**config.mk**
```make
export PLATFORM = sky130hd
export DESIGN_NAME = spi_frame_timer
export DESIGN_NICKNAME = d
export VERILOG_FILES = /design/src/rtl/spi_ft_pkg.sv /design/src/rtl/spi_ft_dly_calc.sv /design/src/rtl/spi_ft_timing.sv /design/src/rtl/spi_ft_seq.sv /design/src/rtl/spi_frame_timer.sv
export SDC_FILE = /design/constraint.sdc
export NUM_CORES = 1
export LEC_CHECK = 0
export BUFFER_PORTS_ARGS = -buffer_cell sky130_fd_sc_hd__buf_2
export CORE_MARGIN = 1
export CORE_UTILIZATION = 60
export CTS_CLUSTER_DIAMETER = 80
export DETAILED_ROUTE_END_ITERATION = 6
export PLACE_DENSITY = 0.76
export REMOVE_ABC_BUFFERS = 1
export SETUP_SLACK_MARGIN = 0.02
export SYNTH_ARGS = -nofsm -noshare
export SYNTH_HDL_FRONTEND = slang
export SYNTH_SLANG_ARGS = --single-unit
```
**constraint.sdc**
```tcl
create_clock -name clk -period 11.82 [get_ports clk]
set_input_delay 2.364 -clock clk [delete_from_list [all_inputs] [get_ports clk]]
set_output_delay 2.364 -clock clk [all_outputs]
set_load 0.03 [all_outputs]
```
**src/rtl/spi_ft_pkg.sv**
```systemverilog
package spi_ft_pkg;

  typedef enum logic [2:0] {
    ST_IDLE  = 3'd0,
    ST_SETUP = 3'd1,
    ST_XFER  = 3'd2,
    ST_HOLD  = 3'd3,
    ST_GAP   = 3'd4
  } seq_state_e;

  localparam int unsigned DLY_CSC = 0;
  localparam int unsigned DLY_ASC = 1;
  localparam int unsigned DLY_GAP = 2;
  localparam int unsigned DLY_NUM = 3;

  // Baud prescaler code -> divisor 2, 3, 5, 7
  function automatic int unsigned baud_prescale(input logic [1:0] code);
    case (code)
      2'd0:    return 2;
      2'd1:    return 3;
      2'd2:    return 5;
      default: return 7;
    endcase
  endfunction

  // Delay prescaler code -> 1, 3, 5, 7 (odd sequence)
  function automatic int unsigned delay_prescale(input logic [1:0] code);
    return (32'(code) << 1) + 32'd1;
  endfunction

  // Scaler code -> 2^(code+1)
  function automatic int unsigned scale_pow2(input int unsigned code);
    return 32'd2 << code;
  endfunction

endpackage

```
**src/rtl/spi_ft_dly_calc.sv**
```systemverilog
module spi_ft_dly_calc #(
  parameter int SCL_W = 4,
  parameter int CNT_W = 19
) (
  input  logic [1:0]       pre_code,
  input  logic [SCL_W-1:0] scl_code,
  output logic [CNT_W-1:0] cycles
);
  import spi_ft_pkg::*;

  always_comb begin
    cycles = CNT_W'(delay_prescale(pre_code) * scale_pow2(32'(scl_code)));
  end
endmodule

```
**src/rtl/spi_ft_timing.sv**
```systemverilog
module spi_ft_timing #(
  parameter int SCL_W = 4,
  parameter int CNT_W = 19
) (
  input  logic [1:0]                              baud_pre,
  input  logic [SCL_W-1:0]                        baud_scl,
  input  logic                                    dbr,
  input  logic [spi_ft_pkg::DLY_NUM-1:0][1:0]       dly_pre,
  input  logic [spi_ft_pkg::DLY_NUM-1:0][SCL_W-1:0] dly_scl,
  output logic [spi_ft_pkg::DLY_NUM-1:0][CNT_W-1:0] dly_cyc,
  output logic [CNT_W-1:0]                        hi_cyc,
  output logic [CNT_W-1:0]                        lo_cyc
);
  import spi_ft_pkg::*;

  logic [CNT_W-1:0] period_full;
  logic [CNT_W-1:0] period;

  for (genvar g = 0; g < DLY_NUM; g++) begin : g_dly
    spi_ft_dly_calc #(.SCL_W(SCL_W), .CNT_W(CNT_W)) u_calc (
      .pre_code (dly_pre[g]),
      .scl_code (dly_scl[g]),
      .cycles   (dly_cyc[g])
    );
  end

  always_comb begin
    period_full = CNT_W'(baud_prescale(baud_pre) * scale_pow2(32'(baud_scl)));
    period      = dbr ? (period_full >> 1) : period_full;
    hi_cyc      = period >> 1;
    lo_cyc      = period - hi_cyc;
  end
endmodule

```
**src/rtl/spi_ft_seq.sv**
```systemverilog
module spi_ft_seq #(
  parameter int CNT_W = 19,
  parameter int LEN_W = 5
) (
  input  logic                   clk,
  input  logic                   rst_n,
  input  logic                   start,
  input  logic [CNT_W-1:0]       csc_cyc,
  input  logic [CNT_W-1:0]       asc_cyc,
  input  logic [CNT_W-1:0]       gap_cyc,
  input  logic [CNT_W-1:0]       hi_cyc,
  input  logic [CNT_W-1:0]       lo_cyc,
  input  logic [LEN_W-1:0]       last_bit,
  output logic                   frame_begin,
  output spi_ft_pkg::seq_state_e state,
  output logic                   cs_n,
  output logic                   sck,
  output logic                   shift_stb,
  output logic                   done,
  output logic                   busy
);
  import spi_ft_pkg::*;

  logic [CNT_W-1:0] cnt;
  logic [LEN_W-1:0] bit_idx;
  logic             pend;
  logic             cnt_zero;
  logic             late_start;
  logic             last_fall;

  always_comb begin
    cnt_zero    = (cnt == '0);
    frame_begin = ((state == ST_IDLE) && start) ||
                  ((state == ST_GAP) && cnt_zero && (pend || start));
    late_start  = start && ((state == ST_HOLD) || (state == ST_GAP)) && !frame_begin;
    last_fall   = (bit_idx == last_bit);
    busy        = (state != ST_IDLE);
  end

  always_ff @(posedge clk) begin
    if (!rst_n) begin
      state     <= ST_IDLE;
      cnt       <= '0;
      bit_idx   <= '0;
      pend      <= 1'b0;
      cs_n      <= 1'b1;
      sck       <= 1'b0;
      shift_stb <= 1'b0;
      done      <= 1'b0;
    end else begin
      shift_stb <= 1'b0;
      done      <= 1'b0;
      if (late_start) pend <= 1'b1;
      case (state)
        ST_IDLE: begin
          if (frame_begin) begin
            state <= ST_SETUP;
            cs_n  <= 1'b0;
            cnt   <= csc_cyc - 1'b1;
          end
        end
        ST_SETUP: begin
          if (cnt_zero) begin
            state   <= ST_XFER;
            sck     <= 1'b1;
            cnt     <= hi_cyc - 1'b1;
            bit_idx <= '0;
          end else begin
            cnt <= cnt - 1'b1;
          end
        end
        ST_XFER: begin
          if (!cnt_zero) begin
            cnt <= cnt - 1'b1;
          end else if (sck) begin
            sck       <= 1'b0;
            shift_stb <= 1'b1;
            if (last_fall) begin
              state <= ST_HOLD;
              cnt   <= asc_cyc - 1'b1;
            end else begin
              cnt <= lo_cyc - 1'b1;
            end
          end else begin
            sck     <= 1'b1;
            cnt     <= hi_cyc - 1'b1;
            bit_idx <= bit_idx + 1'b1;
          end
        end
        ST_HOLD: begin
          if (cnt_zero) begin
            state <= ST_GAP;
            cs_n  <= 1'b1;
            cnt   <= gap_cyc - 1'b1;
          end else begin
            cnt <= cnt - 1'b1;
          end
        end
        ST_GAP: begin
          if (cnt_zero) begin
            done <= 1'b1;
            pend <= 1'b0;
            if (frame_begin) begin
              state <= ST_SETUP;
              cs_n  <= 1'b0;
              cnt   <= csc_cyc - 1'b1;
            end else begin
              state <= ST_IDLE;
            end
          end else begin
            cnt <= cnt - 1'b1;
          end
        end
        default: state <= ST_IDLE;
      endcase
    end
  end
endmodule

```
**src/rtl/spi_frame_timer.sv**
```systemverilog
module spi_frame_timer #(
  parameter int SCL_W = 4,
  parameter int LEN_W = 5
) (
  input  logic             clk,
  input  logic             rst_n,
  input  logic             start,
  input  logic [1:0]       baud_pre,
  input  logic [SCL_W-1:0] baud_scl,
  input  logic             dbr,
  input  logic [1:0]       csc_pre,
  input  logic [SCL_W-1:0] csc_scl,
  input  logic [1:0]       asc_pre,
  input  logic [SCL_W-1:0] asc_scl,
  input  logic [1:0]       gap_pre,
  input  logic [SCL_W-1:0] gap_scl,
  input  logic [LEN_W-1:0] frame_len,
  output logic             cs_n,
  output logic             sck,
  output logic             shift_stb,
  output logic             busy,
  output logic             done
);
  import spi_ft_pkg::*;

  localparam int CNT_W = 3 + (1 << SCL_W);

  logic [DLY_NUM-1:0][1:0]       dly_pre;
  logic [DLY_NUM-1:0][SCL_W-1:0] dly_scl;
  logic [DLY_NUM-1:0][CNT_W-1:0] live_dly;
  logic [CNT_W-1:0]              live_hi;
  logic [CNT_W-1:0]              live_lo;

  logic [CNT_W-1:0] held_asc;
  logic [CNT_W-1:0] held_gap;
  logic [CNT_W-1:0] held_hi;
  logic [CNT_W-1:0] held_lo;
  logic [LEN_W-1:0] held_len;

  logic       frame_begin;
  seq_state_e seq_state;

  always_comb begin
    dly_pre[DLY_CSC] = csc_pre;
    dly_pre[DLY_ASC] = asc_pre;
    dly_pre[DLY_GAP] = gap_pre;
    dly_scl[DLY_CSC] = csc_scl;
    dly_scl[DLY_ASC] = asc_scl;
    dly_scl[DLY_GAP] = gap_scl;
  end

  spi_ft_timing #(.SCL_W(SCL_W), .CNT_W(CNT_W)) u_timing (
    .baud_pre (baud_pre),
    .baud_scl (baud_scl),
    .dbr      (dbr),
    .dly_pre  (dly_pre),
    .dly_scl  (dly_scl),
    .dly_cyc  (live_dly),
    .hi_cyc   (live_hi),
    .lo_cyc   (live_lo)
  );

  // Frame attributes frozen at the cycle the frame begins
  always_ff @(posedge clk) begin
    if (!rst_n) begin
      held_asc <= '0;
      held_gap <= '0;
      held_hi  <= '0;
      held_lo  <= '0;
      held_len <= '0;
    end else if (frame_begin) begin
      held_asc <= live_dly[DLY_ASC];
      held_gap <= live_dly[DLY_GAP];
      held_hi  <= live_hi;
      held_lo  <= live_lo;
      held_len <= frame_len;
    end
  end

  spi_ft_seq #(.CNT_W(CNT_W), .LEN_W(LEN_W)) u_seq (
    .clk         (clk),
    .rst_n       (rst_n),
    .start       (start),
    .csc_cyc     (live_dly[DLY_CSC]),
    .asc_cyc     (held_asc),
    .gap_cyc     (held_gap),
    .hi_cyc      (held_hi),
    .lo_cyc      (held_lo),
    .last_bit    (held_len),
    .frame_begin (frame_begin),
    .state       (seq_state),
    .cs_n        (cs_n),
    .sck         (sck),
    .shift_stb   (shift_stb),
    .done        (done),
    .busy        (busy)
  );
endmodule

```
; Word level (Yosys, flattened, before mapping)
; Index checks and enable logic that the tools add are counted.
[totals]
romBits = 0
elab_cells = 104
regBits = 112
memories = 0
latch_bits = 0
ram_bits = 0
input_bits = 33
out_inout_bits = 5
[classes]
n_shift = 4
bitwise_logic = 0
n_eq_ne = 15
addsub = 11
mul = 4
div = 0
mux = 35
reduce_logical = 22
n_lt_le_gt_ge = 0
[op_table]
columns = op, n
row1 = 2-to-1 mux 19 bit, 8
row2 = "<< shifter 2 x 4 -> 32 bit, first input constant", 4
row3 = multiplier 4 x 32 -> 19 bit, 3
row4 = one-hot mux 19 bit (5 select lines), 1
row5 = "subtractor 19 x 1 -> 19 bit, second input constant", 5
row6 = multiplier 3 x 32 -> 19 bit, 1
row7 = 2-to-1 mux 3 bit, 7
row8 = zero test 19 bit, 1
row9 = "subtractor 18 x 1 -> 19 bit, second input constant", 1
row10 = subtractor 19 x 18 -> 19 bit, 1
row11 = 2-to-1 mux 5 bit, 3
row12 = one-hot mux 3 bit (5 select lines), 1
row13 = "adder 3 x 1 -> 4 bit, second input constant", 3
row14 = "!= test 2 x 1 -> 1 bit, second input constant", 6
row15 = 2-to-1 mux 1 bit, 11
row16 = one-hot mux 5 bit (2 select lines), 1
row17 = one-hot mux 3 bit (3 select lines), 1
row18 = AND reduction 3 bit, 3
row19 = AND reduction 7 bit, 1
row20 = "== test 3 x 2 -> 1 bit, second input constant", 2
row21 = nonzero test 3 bit, 2
row22 = "adder 5 x 1 -> 5 bit, second input constant", 1
row23 = == test 5 bit, 1
row24 = logical AND 1 bit, 5
row25 = other kinds (15), 18

; Longest topological paths before layout
[logic_depth]
word_depth = 9
mapped_depth = 25

; Cells and area by module
; A second synthesis with hierarchy kept.
[unflattened]
hier_cells = 1906
area_unflattened_um2 = 15060.7
[modules_own_cells]
columns = mod, cells_per_inst, seq_area_each_um2, area_each_um2, instances
row1 = spi_ft_seq, 629, 640.6, 4290.4, 1
row2 = spi_frame_timer, 261, 1621.6, 3105.5, 1
row3 = spi_ft_timing, 410, 0.0, 2822.7, 1
row4 = spi_ft_dly_calc (u_timing.g_dly[0].u_calc), 205, 0.0, 1669.1, 1
row5 = spi_ft_dly_calc (u_timing.g_dly[1].u_calc), 207, 0.0, 1602.8, 1
row6 = spi_ft_dly_calc (u_timing.g_dly[2].u_calc), 194, 0.0, 1570.3, 1

; Least setup slack after synthesis
; No wires, ideal clock.
[synth_timing]
path_type = input-to-reg
from = in baud_scl[2]
to = reg held_lo[18]
slack_ns = 4.516
cell_stages = 22
n_path_buf = 3
arrival_ns = 7.213
cell_sequence = clkbuf_1 nor2b_1 clkbuf_1 nand2_1 fa_1 inv_1 ha_1 o21a_1 or2_0 buf_2 and4_4 or4_4 and3_1 nor2_1 a21oi_1 inv_1 ha_1 a21o_1 a21o_1 o41a_1 or3_1 a311oi_1
[synth_between]
elab_chain_len = 4
[synth_rtl]
columns = element, line
row1 = from (decl), spi_frame_timer.sv:9  ; input logic [SCL_W-1:0] baud_scl,
row2 = << shifter 2 x 4 -> 32 bit, spi_ft_pkg.sv:33  ; return 32'd2 << code;
row3 = multiplier 3 x 32 -> 19 bit, spi_ft_timing.sv:28  ; period_full = CNT_W'(baud_prescale(baud_pre) * scale_pow2(32'(baud_scl)));
row4 = 2-to-1 mux 19 bit, spi_ft_timing.sv:29  ; period = dbr ? (period_full >> 1) : period_full;
row5 = named net live_hi[14], spi_frame_timer.sv:31  ; logic [CNT_W-1:0] live_hi;
row6 = subtractor 19 x 18 -> 19 bit, spi_ft_timing.sv:31  ; lo_cyc = period - hi_cyc;
row7 = to (signal assigned), spi_frame_timer.sv:75  ; held_lo <= live_lo;
row8 = to (decl), spi_frame_timer.sv:37  ; logic [CNT_W-1:0] held_lo;
; The timed path passes the listed nets, and every way through them passes these cells.
; A chain may end at the register's enable or synchronous reset.

; Worst setup path in the final report
[layout_timing]
from = in baud_pre[1]
to = reg held_lo[15]
[layout_between]
elab_chain_len = 5
word_cells_on_any_way = 7
cone_classes = 1 x add/sub / 1 x mul / 2 x eq/ne / 2 x mux / 1 x reduce/logical
[layout_rtl]
columns = element, line
row1 = from (decl), spi_frame_timer.sv:8  ; input logic [1:0] baud_pre,
row2 = == test 2 bit (tied with other cells), spi_ft_pkg.sv:18  ; case (code)
row3 = one-hot mux 3 bit (3 select lines) *, spi_ft_pkg.sv:18
row4 = multiplier 3 x 32 -> 19 bit *, spi_ft_timing.sv:28
row5 = 2-to-1 mux 19 bit *, spi_ft_timing.sv:29
row6 = named net live_hi[7], spi_frame_timer.sv:31
row7 = subtractor 19 x 18 -> 19 bit *, spi_ft_timing.sv:31
; The timed path passes the listed nets; every way through them passes the cells marked *.

==> impl_metrics.tcl <==
set metrics [dict create \
    hold_class "reg2reg" \
    synthCells 1852 \
    synthTopCellsByArea "dfxtp_1 (16%), ha_1 (11%), fa_1 (11%)" \
    seq_area_frac_synth_pct 15.92 \
    grt_max_degree 61 \
    async_flop_share_pct 0 \
    tightest_slew_ns 0.8254 \
    path_class "in2reg" \
    cts_buffer_depth 2 \
    htree_levels 3 \
    cts_buffers 9 \
    r2r_end "u_seq.cnt[18]$_SDFFE_PN0N_" \
    cp_num_cells 20 \
    fin_util_pct 63.76 \
    cts_resized 0 \
    drtIter0Drc 1221 \
    register_area_sq_mm 0.002202 \
    setup_violations 0 \
    rr_startpoint "u_seq.bit_idx[2]$_SDFFE_PN0P_" \
    synthToLayoutAreaGrowth_pct 4.332 \
    cp-startpoint "baud_pre[1]" \
    cp-end-kind "register" \
    antenna_cells 0 \
    cts_sinks 110 \
    rsz0062_at_grt "false" \
    cpLargestDelayFamily "compound AO/OA/AOI/OAI gates" \
    r2r_setup_slack_ns 7.90 \
    synth_edf_count 0 \
    ys_warn_count 0 \
    max_slew_margin_pct 43.55 \
    drt-total-wl_mm 35.93 \
    core_sq_mm 0.02264 \
    io_buffer_count 37 \
    finalCritPeriodShare_pct 63.53 \
    tns_ns 0 \
    syn_area_per_cell_sq_um 7.471 \
    antenna_found_initial 0 \
    cts_tree "done" \
    r2r.worst_path.cells 12 \
    max_stage_delay_ns 0.58 \
    synth_commonest_cells "nand2_1 (227), nor2_1 (171), a21oi_1 (144), ha_1 (122), dfxtp_1 (110)" \
    rows 55 \
    grt_overflow 0 \
    num_io_pins 38 \
    initial_core_util_pct 61.11 \
    cts_root_buffer "clkbuf_16" \
    clk_latency_ns 0.37 \
    power.density_mw_per_mm2 95.54 \
    viasPerCell 6.309 \
    die_height_microns 153.9 \
    fin_skew_ns 0.008134 \
    grt_pass1_wl_mm 60.62 \
    num_vias 13340 \
    worstSetupEndpoint "held_lo[15]$_SDFFE_PN0N_" \
    design_area_sq_mm 0.01444 \
    synth-seq-cells 110 \
    drive_gt1_share_pct 4.863 \
    hold_violations 0 \
    worstPathRequired_ns 12.13 \
    netlist_area_sq_mm 0.01384 \
    status "complete, no violations" \
    hold_buffers 0 \
    nFillCells 2102 \
    clkSlewWorstSetupHoldPaths_ns 0.08 \
    ys_types 76 \
    nets 2053 \
    cp_num_buf_inv 3 \
    yosysTopAreaCellShare_pct 15.92 \
    critPathSlowestCell "a2111oi_0" \
    drv_slew 0 \
    dp_hpwl_mm 27.81 \
    route.detailed.drc 0 \
    cp.arrival_ns 7.82 \
    grt_pass1_vias 12390 \
    ir_drop_mv 0.07371 \
    postCtsSetupBuffers 0 \
    max_freq_ghz 0.1332 \
    ant_nets 0 \
    dpl-instance-area_sq_mm 0.01415 \
    first_pass_iters 6 \
    multi_input_area_sq_mm 0.01096 \
    yosysMostFrequentCell "nand2_1" \
    leakage_nw 6.740 \
    die_w_microns 153.9 \
    place.gp.congestion 0.9744 \
    wl_per_cell_microns 16.99 \
    dieArea_sq_mm 0.02367 \
    synth_top_cell_by_area "dfxtp_1" \
    startpoint_type "input port" \
    crit_path_cell_trace "buf_2 -> inv_1 -> nor2_1 -> nor4_1 -> fa_1 -> ha_1 -> fa_1 -> a21o_1 -> a221oi_1 -> xnor2_1 -> mux2i_1 -> inv_1 -> ha_1 -> a21oi_1 -> o2bb2ai_1 -> a221oi_1 -> o311a_1 -> a2111oi_0 -> o2111ai_1 -> nand3_1" \
    crit_fanout 7 \
    grt_usage_pct 31.13 \
    synthFlopType "dfxtp_1" \
    period_needed_ns 7.509 \
    cap_violations 0 \
]
-- routing by layer --
| layer | global-route usage, % | up-vias | routed length (microns) | part of all wire (%) |
|---|---|---|---|---|
| met5 | 0 | - | 0 | 0 |
| met4 | 8.476 | 0 | 719 | 2.0 |
| met3 | 3.777 | 53 | 2250 | 6.3 |
| met2 | 52.58 | 407 | 17080 | 48 |
| met1 | 41.87 | 6319 | 15870 | 44 |
| li1 | - | 6565 | - | - |
-- where the power goes --
| part | switching [W] | leakage, nW | internal, W | total (W) |
|---|---|---|---|---|
| logic | 0.000382 | 5.70 | 0.000246 | 0.000628 |
| registers | 0.0000442 | 0.899 | 0.000404 | 0.000448 |
| clock network | 0.000155 | 0.138 | 0.000148 | 0.000303 |
-- layout make-up --
class / count / area share, %
tap: 285 / 2.470
timing repair buffer: 47 / 1.803
sequential: 110 / 15.26
multi-input combinational: 1560 / 75.96
clock inverter: 7 / 0.4334
clock buffer: 9 / 1.560
inverter: 97 / 2.522
-- cells by family after synthesis --
family,Yosys count,share of synthesized area [%]
AND/OR/NAND/NOR,774,27.05
AO/OA/AOI/OAI,437,20.44
adder cells (fa/ha/maj),197,21.74
buffers and inverters,182,4.974
XOR/XNOR,125,7.913
flip-flops,110,15.92
multiplexers,27,1.971
-- worst min path at each step --
stage,start,to,slack [ns],cells past startpoint
3_3_place_gp,u_seq.cs_n$_SDFFE_PN1P_,u_seq.cs_n$_SDFFE_PN1P_,0.44,1
2_1_floorplan,held_asc[14]$_SDFFE_PN0N_,held_asc[14]$_SDFFE_PN0N_,0.44,2
4_1_cts,u_seq.cs_n$_SDFFE_PN1P_,u_seq.cs_n$_SDFFE_PN1P_,0.47,1
3_5_place_dp,u_seq.cs_n$_SDFFE_PN1P_,u_seq.cs_n$_SDFFE_PN1P_,0.45,1
5_1_grt,held_gap[13]$_SDFFE_PN0N_,held_gap[13]$_SDFFE_PN0N_,0.49,2
6_report,u_seq.cs_n$_SDFFE_PN1P_,u_seq.cs_n$_SDFFE_PN1P_,0.47,1
-- registers in the layout, indices dropped and copies added (netlist names) --
name,flops
u_seq.pend,1
held_hi,18
held_lo,19
u_seq.done,1
u_seq.shift_stb,1
held_asc,18
u_seq.cnt,19
u_seq.state,3
held_len,5
u_seq.cs_n,1
u_seq.sck,1
held_gap,18
u_seq.bit_idx,5
-- cell usage in the layout (no fill, tap or decap), drive strengths merged, types with 7 or more instances in the layout --
master,instances
nand2,227
nor2,171
a21oi,144
ha,122
dfxtp,110
inv,101
and3,92
o21ai,89
nor3,83
xnor2,81
fa,73
buf,47
nand3,46
xor2,44
a21o,28
a211oi,27
or3,27
mux2i,25
nor2b,22
nand2b,21
nor4,21
o21bai,17
and2,17
nand4,16
a31oi,15
o221ai,15
o211ai,11
a221oi,10
clkbuf,9
or2,9
o2111ai,8
nand3b,7
o21a,7
-- through the flow --
stage / setup WS, ns / power, W / hold WS, ns / cells
global placement: 4.213 / 0.001058 / 0.4434 / 2099
floorplan: 4.612 / 0.0009075 / 0.4387 / 1767
finish: 4.311 / 0.001379 / 0.4659 / 2115
CTS: 4.399 / 0.001375 / 0.4688 / 2115
detailed placement: 4.013 / 0.001070 / 0.4503 / 2099
global route: 3.788 / 0.001474 / 0.4891 / 2115
Note: power is estimated with default switching activity, not from simulation.
